File: src/rtl/ppg_pkg.sv
package ppg_pkg;

    localparam int unsigned PPG_CNT_W = 16;

    typedef struct packed {
        logic period;
        logic width;
    } ppg_hit_t;

    // Next flip-flop level: toggle on a match while running,
    // load from set/clear (set first) while stopped.
    function automatic logic next_level(
        input logic     cur,
        input ppg_hit_t hit,
        input logic     run,
        input logic     set,
        input logic     clr
    );
        logic nl;
        nl = cur;
        if (run) begin
            if (hit.period || hit.width) nl = ~cur;
        end else if (set) begin
            nl = 1'b1;
        end else if (clr) begin
            nl = 1'b0;
        end
        return nl;
    endfunction

endpackage

File: src/rtl/ppg_counter.sv
module ppg_counter
    import ppg_pkg::*;
#(
    parameter int unsigned CNT_W = PPG_CNT_W
) (
    input  logic             clk,
    input  logic             rst,
    input  logic             run,
    input  logic [CNT_W-1:0] period_val,
    input  logic [CNT_W-1:0] width_val,
    output ppg_hit_t         hit
);
    localparam logic [CNT_W-1:0] ONE  = {{(CNT_W-1){1'b0}}, 1'b1};
    localparam logic [CNT_W-1:0] ZERO = '0;

    logic [CNT_W-1:0] cnt;
    logic             eq_period;
    logic             eq_width;

    always_comb begin
        eq_period  = (cnt == period_val);
        eq_width   = (cnt == width_val);
        hit.period = run & eq_period;
        hit.width  = run & eq_width & ~eq_period;
    end

    always_ff @(posedge clk) begin
        if (rst) begin
            cnt <= ZERO;
        end else if (run) begin
            cnt <= eq_period ? ZERO : cnt + ONE;
        end
    end

    // a period match sends the counter back to zero
    p_wrap_r3: assert property (@(posedge clk) disable iff (rst)
        hit.period |=> (cnt == ZERO));

    // counting step of one when no wrap
    p_step_r2: assert property (@(posedge clk) disable iff (rst)
        (run && !hit.period) |=> (cnt == $past(cnt) + ONE));

    // counter holds while stopped
    p_hold_r2: assert property (@(posedge clk) disable iff (rst)
        !run |=> $stable(cnt));

endmodule

File: src/rtl/ppg_outff.sv
module ppg_outff
    import ppg_pkg::*;
(
    input  logic     clk,
    input  logic     rst,
    input  logic     run,
    input  logic     lvl_set,
    input  logic     lvl_clr,
    input  ppg_hit_t hit,
    output logic     level
);
    always_ff @(posedge clk) begin
        if (rst) begin
            level <= 1'b0;
        end else begin
            level <= next_level(level, hit, run, lvl_set, lvl_clr);
        end
    end

    // every match inverts the level
    p_toggle_r5: assert property (@(posedge clk) disable iff (rst)
        (hit.period || hit.width) |=> (level != $past(level)));

    // set/clear have no effect while running without a match
    p_runhold_r7: assert property (@(posedge clk) disable iff (rst)
        (run && !hit.period && !hit.width) |=> $stable(level));

endmodule

File: src/rtl/ppg_timer.sv
module ppg_timer
    import ppg_pkg::*;
#(
    parameter int unsigned CNT_W = PPG_CNT_W
) (
    input  logic             clk,
    input  logic             rst,
    input  logic             run,
    input  logic [CNT_W-1:0] period_val,
    input  logic [CNT_W-1:0] width_val,
    input  logic             out_en,
    input  logic             lvl_set,
    input  logic             lvl_clr,
    output logic             pin,
    output logic             period_hit,
    output logic             width_hit
);
    ppg_hit_t hit;
    logic     level;

    ppg_counter #(.CNT_W(CNT_W)) u_cnt (
        .clk        (clk),
        .rst        (rst),
        .run        (run),
        .period_val (period_val),
        .width_val  (width_val),
        .hit        (hit)
    );

    ppg_outff u_ff (
        .clk     (clk),
        .rst     (rst),
        .run     (run),
        .lvl_set (lvl_set),
        .lvl_clr (lvl_clr),
        .hit     (hit),
        .level   (level)
    );

    always_comb begin
        period_hit = hit.period;
        width_hit  = hit.width;
        pin        = out_en & level;
    end

    // the two strobes never fire together
    p_excl_r6: assert property (@(posedge clk) disable iff (rst)
        period_hit |-> !width_hit);

    // no strobes while stopped
    p_idle_r2: assert property (@(posedge clk) disable iff (rst)
        !run |-> (!period_hit && !width_hit));

endmodule

File: config.mk
export PLATFORM = sky130hd
export DESIGN_NAME = ppg_timer
export DESIGN_NICKNAME = d
export VERILOG_FILES = /design/src/rtl/ppg_pkg.sv /design/src/rtl/ppg_counter.sv /design/src/rtl/ppg_outff.sv /design/src/rtl/ppg_timer.sv
export SDC_FILE = /design/constraint.sdc
export NUM_CORES = 1
export LEC_CHECK = 0
export ABC_CLOCK_PERIOD_IN_PS = 3800
export BUFFER_PORTS_ARGS = -buffer_cell sky130_fd_sc_hd__clkbuf_2
export CAP_MARGIN = 20
export CORE_MARGIN = 5
export CORE_UTILIZATION = 53
export CTS_CLUSTER_DIAMETER = 100
export CTS_CLUSTER_SIZE = 16
export DETAILED_ROUTE_END_ITERATION = 8
export PLACE_DENSITY = 0.84
export REMOVE_ABC_BUFFERS = 1
export SLEW_MARGIN = 0
export SYNTH_ARGS = -nofsm -noshare
export SYNTH_HDL_FRONTEND = slang
export SYNTH_SLANG_ARGS = --single-unit
File: constraint.sdc
create_clock -name clk -period 3.8 [get_ports clk]
set_input_delay 0.76 -clock clk [delete_from_list [all_inputs] [get_ports clk]]
set_output_delay 0.76 -clock clk [all_outputs]
set_load 0.1 [all_outputs]
==> flow_metrics.tcl <==
set metrics [dict create \
    worst_setup_hold_path_clk_slew_ps 90 \
    yosysSeqAreaShare_pct 28.2 \
    initial_core_util_pct 55.1 \
    crit_path_cell_trace "clkbuf_2, xnor2_1, nand4_1, nor4_4, and2_4, clkbuf_2" \
    routed_wire_per_std_cell_um 13.7 \
    setup_repair_after_global_routing_missed_its_margin "no" \
    dieWidth_um 57.7 \
    groute.usage.overall_pct 19.0 \
    floorplan.core_area_um2 2190 \
    maxClockFrequency_mhz 330 \
    pin_count_of_the_biggest_net_entering_global_routing 15 \
    worst_slack_ps 769 \
    cts-root-buf "sky130_fd_sc_hd__clkbuf_4" \
    clock_latency_late_sink_ps 290 \
    via_per_inst 5.28 \
    post-synth-top-area-cell "sky130_fd_sc_hd__dfxtp_1" \
    detailedRoute.firstIterationViolations 32 \
    critical_path.startpoint_type "input port" \
    route.vias.total 1087 \
    ys_seq_elements 17 \
    detailedPlacementHpwl_mm 2.33 \
    post_cts_buffers 0 \
    critPathTopFamily "simple AND/OR/NAND/NOR gates" \
    yosys.area_share.adder_pct 1.04 \
    irDropWorstVdd_mv 0.214 \
    worstPathMaxFanout 6 \
    count_of_cell_types_in_the_netlist 30 \
    port-buffer-count 40 \
    power_density_nw_per_um2 247 \
    sw_frac_of_total_pct 26.3 \
    dpl.cell_count 202 \
    status "finished clean" \
    critPathBufInv 2 \
    route.detailed.drc 0 \
    synth.area.top_cells "sky130_fd_sc_hd__dfxtp_1 28%, sky130_fd_sc_hd__xnor2_1 27%, sky130_fd_sc_hd__nand4_1 6.2%" \
    hold_viol 0 \
    avgSynthCellArea_um2 8.49 \
    worstMarginPinSlew_ps 563 \
    yosys_warnings 0 \
    yosys.area_share.xor_xnor_pct 34.0 \
    critical_path.endpoint_type "output port" \
    htree_num_levels 1 \
    slew_limit_headroom_pct 62.5 \
    fin_nets 218 \
    timing.hold.worst.class "flip-flop to flip-flop" \
    design.portCount 41 \
    yosys.area_share.simple_pct 25.9 \
    cts_tree "done" \
    power.share.combinational_pct 18.1 \
    yosysTopAreaCellShare_pct 28.2 \
    synth_commonest_cells "37 x sky130_fd_sc_hd__xnor2_1, 19 x sky130_fd_sc_hd__nor2_1, 17 x sky130_fd_sc_hd__dfxtp_1" \
    yosys_most_used_dff "sky130_fd_sc_hd__dfxtp_1" \
    synth_edf_count 0 \
    sink_count_of_the_clock_tree 17 \
    cts.path.max_buffers 2 \
    postRouteAntennaNets 0 \
    portion_of_total_power_attributed_to_sequential_cells_pct 53.7 \
    drive_above_1_share_pct 27.5 \
    mux_cell_area_share_after_synthesis_pct 1.66 \
    critPathMostFrequentCell "sky130_fd_sc_hd__clkbuf_2" \
    timing.critical_path.arrival_ps 2270 \
    number_of_max_slew_violations_in_the_final_report 0 \
    grt_antenna_before_repair 0 \
    synth_top_family_by_area "XOR/XNOR gates" \
    die_outline_area_um2 3330 \
    post-synth-top-count-cell "sky130_fd_sc_hd__xnor2_1" \
    detail_route.first_pass.iterations 4 \
    post_synth_instance_area_um2 1210 \
    crit_path_max_incr_delay_ps 450 \
    num_antenna_cells 0 \
    cap_viol_max_count 0 \
    grt_first_pass_wirelength_mm 4.89 \
    place_worst_setup_slack_ps 758 \
    gp_routability_congestion 0.885 \
    grt_overflow_total 0 \
    fin_skew_ps 4.86 \
    netlist_instances 142 \
    synth_async_sr_flop_share_pct 0 \
    layout-area-overhead-vs-synth_pct 16.2 \
    post_cts_hold_buffer_count 0 \
    totalWireLength_mm 2.82 \
    fin_crit_ps 3030 \
    crit_type "input port to output port" \
    p_int_mw 0.255 \
    leakage_nw 0.534 \
    compound_gate_portion_of_the_synthesized_area_pct 2.39 \
    layoutNonFillerInstCount 206 \
    crit_required_ps 3040 \
    dieHeight_um 57.7 \
    clock_power_share_pct 28.1 \
    post_cts.resized_instances 0 \
    slowest_stage "sky130_fd_sc_hd__nor4_4" \
    totalNegativeSetupSlack_ps 0 \
    grt_pass1_vias 1147 \
    cts-buffers-inserted 3 \
    finish.utilization_pct 64.0 \
    net_load_switching_power_mw 0.0910 \
    post-route-period-util_pct 79.8 \
    fp-row-count 17 \
    final_setup_viols 0 \
]
[power groups by stage]
stage / logic [mW] / clock network [mW] / registers, mW
finish: 0.0627 / 0.0973 / 0.186
global route: 0.0692 / 0.109 / 0.187
CTS: 0.0632 / 0.0974 / 0.186
detailed placement: 0.0627 / 0 / 0.190
global placement: 0.0603 / 0 / 0.189
floorplan: 0.0331 / 0 / 0.188
[layer usage]
metal | global-route usage, % | vias to the layer above | part of all wire [%] | wire [µm]
li1 | - | 541 | - | -
met1 | 21.2 | 488 | 41 | 1140
met2 | 32.4 | 43 | 47 | 1320
met3 | 4.01 | 15 | 7.7 | 217
met4 | 11.9 | 0 | 4.8 | 135
met5 | 0 | - | 0 | 0
[cells by family (layout without fill, tap and decap cells)]
logic type      after synthesis  in the layout
simple gates                 59             59
xor+xnor                     46             46
flops                        17             17
buf+inv                      12             48
compound gates                5              5
mux                           2              2
fa+ha+maj                     1              1
[state kept, by name, indices dropped and copies added (netlist names)]
register,flops
u_cnt.cnt,16
u_ff.level,1
[stage by stage]
| step | power [mW] | hold WS (ps) | cell area (µm²) |
|---|---|---|---|
| global placement | 0.250 | 570 | 1380 |
| floorplan | 0.222 | 528 | 1140 |
| detailed placement | 0.252 | 596 | 1380 |
| global route | 0.365 | 642 | 1400 |
| CTS | 0.346 | 608 | 1400 |
| finish | 0.346 | 600 | 1400 |
[worst min-delay path: stages (launching register included)]
cell and delay (ps):
sky130_fd_sc_hd__dfxtp_1 370, sky130_fd_sc_hd__xnor2_1 160, sky130_fd_sc_hd__nor2_1 40
[worst paths after layout]
kind / start / endpoint / slack (ps) / cells after the start
worst max-delay path: period_val[3] / period_hit / 770 / 6
worst max register to register: u_cnt.cnt[10] / u_cnt.cnt[11] / 1630 / 6
worst min-delay path: u_cnt.cnt[9] / u_cnt.cnt[9] / 600 / 2
worst min register to register: u_cnt.cnt[9] / u_cnt.cnt[9] / 600 / 2
[cell usage in the layout, fill, tap and decap left out, types with 2 or more instances in the layout]
master	Yosys	layout
sky130_fd_sc_hd__dfxtp_1	17	17
sky130_fd_sc_hd__clkbuf_2	1	40
sky130_fd_sc_hd__nor2_2	2	2
sky130_fd_sc_hd__nor3_1	4	4
sky130_fd_sc_hd__xor2_1	8	8
sky130_fd_sc_hd__nand4_1	12	12
sky130_fd_sc_hd__a21oi_1	3	3
sky130_fd_sc_hd__mux2i_1	2	2
sky130_fd_sc_hd__inv_1	4	4
sky130_fd_sc_hd__nor2_1	19	19
sky130_fd_sc_hd__and3_1	3	3
sky130_fd_sc_hd__clkbuf_4	0	3
sky130_fd_sc_hd__xnor2_1	37	37
sky130_fd_sc_hd__nand3_1	4	4
sky130_fd_sc_hd__nand2_1	7	7
[layout make-up]
cell class	instances	area, µm²
tap	28	35.0
multi-input combinational	113	785
timing repair buffer	40	200
fill	190	790
sequential	17	340
inverter	4	15.0
clock buffer	4	26.3
Power figures use the tool's default switching activity.
